==> config.mk <==
export PLATFORM = sky130hd
export DESIGN_NAME = bitslice_alu
export DESIGN_NICKNAME = d
export VERILOG_FILES = /design/src/rtl/alu_pkg.sv /design/src/rtl/alu_fn_decoder.sv /design/src/rtl/alu_slice.sv /design/src/rtl/bitslice_alu.sv
export SDC_FILE = /design/constraint.sdc
export NUM_CORES = 1
export LEC_CHECK = 0
export ABC_AREA = 1
export BUFFER_PORTS_ARGS = -buffer_cell sky130_fd_sc_hd__buf_2
export CORE_MARGIN = 2
export CORE_UTILIZATION = 30
export DETAILED_ROUTE_END_ITERATION = 10
export SKIP_LAST_GASP = 1
export SYNTH_ARGS = -nofsm -noshare
export SYNTH_HDL_FRONTEND = slang
export SYNTH_SLANG_ARGS = --single-unit
==> constraint.sdc <==
create_clock -name vclk -period 10.4
set_input_delay 1.04 -clock vclk [all_inputs]
set_output_delay 1.04 -clock vclk [all_outputs]
set_load 0.1 [all_outputs]
==> src/rtl/alu_pkg.sv <==
package alu_pkg;

   typedef enum logic [1:0] {
      FN_AND  = 2'b00,
      FN_OR   = 2'b01,
      FN_NOTB = 2'b10,
      FN_ADD  = 2'b11
   } alu_fn_e;

   localparam int unsigned FSEL_W = 2;
   localparam int unsigned N_UNITS = 1 << FSEL_W;

endpackage

==> src/rtl/alu_fn_decoder.sv <==
module alu_fn_decoder #(
   parameter int unsigned SEL_W = 2,
   localparam int unsigned N_OUT = 1 << SEL_W
) (
   input  logic [SEL_W-1:0] sel,
   output logic [N_OUT-1:0] lines
);

   if (SEL_W < 1 || SEL_W > 4) begin : g_bad_sel
      $error("alu_fn_decoder: SEL_W out of range");
   end

   logic [N_OUT-1:0] hit;

   for (genvar k = 0; k < N_OUT; k++) begin : g_line
      assign hit[k] = (sel == SEL_W'(k));
   end

   always_comb begin
      lines = hit;
      // one and only one unit enabled per code
      a_r10_one_line: assert ($onehot(lines));
   end

endmodule

==> src/rtl/alu_slice.sv <==
module alu_slice
   import alu_pkg::*;
(
   input  logic               a,
   input  logic               b,
   input  logic               a_en,
   input  logic               a_inv,
   input  logic               b_en,
   input  logic [N_UNITS-1:0] unit_sel,
   input  logic               ci,
   output logic               r,
   output logic               co
);

   logic a_gated, a_eff, b_eff;
   logic u_and, u_or, u_notb, u_sum, u_carry;

   always_comb begin
      a_gated = a & a_en;
      a_eff   = a_gated ^ a_inv;
      b_eff   = b & b_en;

      u_and   = a_eff & b_eff;
      u_or    = a_eff | b_eff;
      u_notb  = ~b_eff;
      u_sum   = a_eff ^ b_eff ^ ci;
      u_carry = (a_eff & b_eff) | (ci & (a_eff ^ b_eff));

      r  = (u_and  & unit_sel[FN_AND])
         | (u_or   & unit_sel[FN_OR])
         | (u_notb & unit_sel[FN_NOTB])
         | (u_sum  & unit_sel[FN_ADD]);
      co = u_carry & unit_sel[FN_ADD];

      // no carry leaves a slice unless the adder is selected
      a_r8_carry_quiet: assert (unit_sel[FN_ADD] || !co);
      // adder slice matches a two-bit arithmetic sum
      a_r4_slice_sum: assert (!unit_sel[FN_ADD] ||
         ({co, r} == (2'({1'b0, a_eff}) + 2'({1'b0, b_eff}) + 2'({1'b0, ci}))));
      // complement unit output depends on B alone
      a_r3_notb_only_b: assert (!unit_sel[FN_NOTB] || (r == !(b && b_en)));
      // enable off plus invert forces the A operand high
      a_r6_forced_one: assert (a_en || !a_inv || a_eff);
   end

endmodule

==> src/rtl/bitslice_alu.sv <==
module bitslice_alu
   import alu_pkg::*;
#(
   parameter int unsigned WIDTH = 8
) (
   input  logic [WIDTH-1:0] opa,
   input  logic [WIDTH-1:0] opb,
   input  logic             a_en,
   input  logic             a_inv,
   input  logic             b_en,
   input  logic [1:0]       fsel,
   input  logic             cin,
   output logic [WIDTH-1:0] result,
   output logic             cout
);

   localparam int unsigned CHAIN_W = WIDTH + 1;

   if (WIDTH < 1 || WIDTH > 1024) begin : g_bad_width
      $error("bitslice_alu: WIDTH out of range");
   end

   logic [N_UNITS-1:0] unit_sel;
   logic [CHAIN_W-1:0] carry;

   alu_fn_decoder #(.SEL_W(FSEL_W)) u_dec (
      .sel   (fsel),
      .lines (unit_sel)
   );

   assign carry[0] = cin;

   for (genvar i = 0; i < WIDTH; i++) begin : g_slice
      alu_slice u_slice (
         .a        (opa[i]),
         .b        (opb[i]),
         .a_en     (a_en),
         .a_inv    (a_inv),
         .b_en     (b_en),
         .unit_sel (unit_sel),
         .ci       (carry[i]),
         .r        (result[i]),
         .co       (carry[i+1])
      );
   end

   assign cout = carry[WIDTH];

endmodule

==> run metrics, run 1 <==
crit path max fanout=8; Initial Util=0.309; die footprint=3890 sq um; Worst setup SP type=input port; kind of critical path=in -> out; Cell Int Power=around 0.000017 W; Nets=243; max capacitance violation total=0; largest area contributor in the netlist=ha_1; Final Max Tran Viols=0; leak pwr=0.768 nW; routed vias=891; Final Setup Violations=0; Clock power frac=0; Worst path slowest cell=fa_1; outcome=finished, final reports clean; initial drt markers=14; relative slew slack=0.654; Worst EP required=9.36 ns; first drt pass iteration count=4; Cell variety after synth=11; Syn Std Cell Area=1020 sq um; FFs & Latches=0; Die H=62.4 um; worst stage delay on the critical path=0.51 ns; DRC Markers=0; RePlAce Congestion=around 0.75; core region area=3310 sq um; commonest cells after routing, fill and taps aside=inv_1, nand2_1, nor2_1; gate count of the mapped netlist=177; Tightest Hold Check Type=in -> out; Layout area overhead=12.6%; NetSw=0.0000581 W; Net Sw Frac=0.770; WL per Instance=between 8 and 9 um; VDD IR max=around 0.000027 V; Hold Worst Slack=2.77 ns; synth top area cells=ha_1, inv_1, fa_1; largest net degree at the start of global routing=17; Post-CTS Setup Inserts=0; chip width=62.4 um; Yosys top cell area share=0.196; Detailed Route WL=2.11 mm; Tot GR Track Use=0.115; Via density=between 3 and 4; GRT Residual Overflow=0; Resize count post-CTS=0; Rows=21; first-pass GRT wire length=3.77 mm; Crit path top cell by count=nor2_1; Net Count, Synth=223; Final ANT Viol Nets=0; Yosys warning count=0; number of global-route vias before repair=833; Final Hold Fails=0; Sequential Area=0 sq um; Ant. Diodes=0; share of layout cells above drive strength 1=0.164; actual slew at the worst max-slew pin=between 0.5 and 0.6 ns; setup TNS=0 ns; initial antenna violation count=0; hold_buf cts=0; I/O pin count=31; crit end category=primary output; unrepaired setup endpoints after global routing=no; data arrival time of the worst path=5.88 ns; Fmax=0.145 GHz; pwr dens=around 65 nW/um^2; detailed placement HPWL=1.70 mm; sequential share of the synthesized area=0; crit path time final=6.92 ns; Syn Area/Cell=5.78 sq um; Port Buffer Count=31; clock buf count=0; Tcrit/Tclk final=0.665; most common cell after layout, fill and taps aside=inv_1; combinational power share=1.000; power share of the sequential group=0
==> routing by layer <==
layer,up-vias,track usage,part of all wire
li1,514,-,-
met1,361,0.159,0.47
met2,16,0.212,0.50
met3,0,0.00541,0.030
met4,0,0,0
met5,-,0,0
==> critical path, delay by kind of cell <==
family / cells / cell delay, ns
AND/OR/NAND/NOR: 10 / 0.52
XOR/XNOR: 1 / 0.31
adder cells (fa/ha/maj): 8 / 2.95
buffers and inverters: 9 / 1.05
==> kinds of logic after synthesis <==
group                      share of synthesized area
adders and majority gates                      0.353
and+or+nand+nor                                0.317
buffers and inverters                          0.262
xor gates and xnor gates                      0.0685
==> power groups by stage <==
stage               registers (W)  clock network [W]  logic (W)
detailed placement              0                  0  0.0000761
global placement                0                  0  0.0000759
floorplan                       0                  0  0.0000685
global route                    0                  0  0.0000841
CTS                             0                  0  0.0000762
finish                          0                  0  0.0000754
==> cell type report <==
cell class | count | area, sq um
repair buffers | 31 | 155
well taps | 46 | 57.6
multi-input cells | 115 | 754
fillers | 404 | 2160
inverters | 49 | 184
==> through the flow <==
stage          worst slack, ns   util  instances  area [sq um]  power [W]
3_3_place_gp              3.52  0.348        241          1150  0.0000759
2_1_floorplan             3.90      -        177          1020  0.0000685
6_report                  3.48  0.348        241          1150  0.0000754
3_5_place_dp              3.46  0.348        241          1150  0.0000761
5_1_grt                   3.10  0.348        241          1150  0.0000841
4_1_cts                   3.46  0.348        241          1150  0.0000762
==> cells in the mapped netlist <==
cell / instances
nand2_1: 42
fa_1: 8
inv_1: 49
xor2_1: 8
ha_1: 16
buf_2: 4
buf_4: 8
nand3_1: 8
nor2_1: 32
clkbuf_1: 1
nor2_2: 1
==> path summary, 6_finish.rpt <==
kind	start	to	slack [ns]	depth (start not counted)
setup / recovery	a_inv	result[7]	3.48	28
hold / removal	fsel[1]	result[2]	2.77	7
No activity file was read; power rests on OpenSTA's default activity.
==> run 2, diff against run 1 <==
==> constraint.sdc (replaced) <==
create_clock -name vclk -period 6.92
set_input_delay 0.692 -clock vclk [all_inputs]
set_output_delay 0.692 -clock vclk [all_outputs]
set_load 0.1 [all_outputs]
==> run 2 against run 1 <==
  * Clock-buffer cell count did not move
  * Routed wire length decreased by 3.0%
  * Sequential share of layout area unchanged
  * Via count increased by 3.6%
  * First-iteration DRC count is 64% higher
  * Total power up 50%
  * Highest routed layer unchanged
==> run metrics, run 2 (synthesis gave the netlist of run 1 again) <==
outcome=finished, final reports clean; die footprint=3890 sq um; Tot GR Track Use=0.111; Initial Util=0.309; crit path time final=~6.1 ns; pwr dens=97.8 nW/um^2; initial drt markers=23; Detailed Route WL=2.05 mm; I/O pin count=31; number of global-route vias before repair=903; Worst path slowest cell=fa_1; kind of critical path=in -> out; worst setup path endpoint=result[7]; clock buf count=0; cell depth of the worst setup path=29; Worst setup SP type=input port; hold_buf cts=0; data arrival time of the worst path=approximately 5.4 ns; Resize count post-CTS=0; routed vias=923; Via density=3.81; actual slew at the worst max-slew pin=~0.49 ns; Cell Int Power=0.0000264 W; worst stage delay on the critical path=0.48 ns; Die H=62.4 um; leak pwr=0.773 nW; power share of the sequential group=0; Final ANT Viol Nets=0; Final Max Tran Viols=0; Crit path top cell by count=nor2_1; NetSw=0.0000869 W; Ant. Diodes=0; Worst EP required=a little over 6 ns; largest net degree at the start of global routing=16; Pwr Total=0.000113 W; commonest cells after routing, fill and taps aside=inv_1, nand2_1, nor2_1; Layout area overhead=13.3%; total placed cells including tap cells=242; crit path max fanout=8; WL per Instance=~8.5 um; Final Setup Violations=0; Crit. Startpoint=a_en; VDD IR max=around 0.000043 V; chip width=62.4 um; initial antenna violation count=0; relative slew slack=0.677; combinational power share=1.000; Worst Path Buf+Inv=9; share of layout cells above drive strength 1=0.168; Port Buffer Count=31; fin cells=242; Rows=21; core region area=between 3000 and 4000 sq um; FFs & Latches=0; Crit path max-delay family=adder cells; Sequential Area=0 sq um; Fmax=0.164 GHz; Tcrit/Tclk final=0.881; setup TNS=0 ns; Tightest Hold Check Type=in -> out; GRT Residual Overflow=0; first-pass GRT wire length=3.67 mm; unrepaired setup endpoints after global routing=no; Post-CTS Setup Inserts=0; Net Sw Frac=0.767; RePlAce Congestion=0.842; detailed placement HPWL=1.69 mm; Nets=244; max capacitance violation total=0; Final Hold Fails=0; Clock power frac=0; DRC Markers=0; Hold Worst Slack=2.08 ns; crit end category=primary output; most common cell after layout, fill and taps aside=inv_1; first drt pass iteration count=4
[run 2: cell count changes in the layout (fill, tap and decap cells not counted)]
cell   change
buf_4      +1
[run 2: cell type report]
class	count	area (sq um)
inverter	49	184
fill	403	2150
timing repair buffer	32	163
multi-input combinational	115	754
tap	46	57.6
[run 2: power by group through the flow]
stage / logic (W) / clock network (W) / registers, W
3_3_place_gp: 0.000114 / 0 / 0
5_1_grt: 0.000126 / 0 / 0
2_1_floorplan: 0.000103 / 0 / 0
3_5_place_dp: 0.000115 / 0 / 0
4_1_cts: 0.000115 / 0 / 0
6_report: 0.000113 / 0 / 0
[run 2: worst min path at each step]
stage | from | end | slack, ns | cells past startpoint
6_report | fsel[0] | result[1] | 2.08 | 6
5_1_grt | fsel[0] | result[2] | 2.13 | 6
4_1_cts | fsel[0] | result[2] | 2.08 | 6
3_5_place_dp | fsel[0] | result[2] | 2.08 | 6
3_3_place_gp | fsel[0] | result[0] | 2.07 | 6
2_1_floorplan | fsel[1] | result[0] | 1.83 | 6
[run 2: metrics by stage]
step           area, sq um  setup slack (ns)   util
2_1_floorplan         1020              1.12      -
3_3_place_gp          1160             0.822  0.350
3_5_place_dp          1160             0.769  0.350
4_1_cts               1160             0.755  0.350
5_1_grt               1160             0.459  0.350
6_report              1160             0.820  0.350
[run 2: layer usage]
metal | up-vias | GRT usage | wire, um
met5 | - | 0 | 0
met4 | 0 | 0 | 0
met3 | 0 | 0.00541 | 68
met2 | 16 | 0.231 | 1050
met1 | 387 | 0.133 | 928
li1 | 520 | - | -
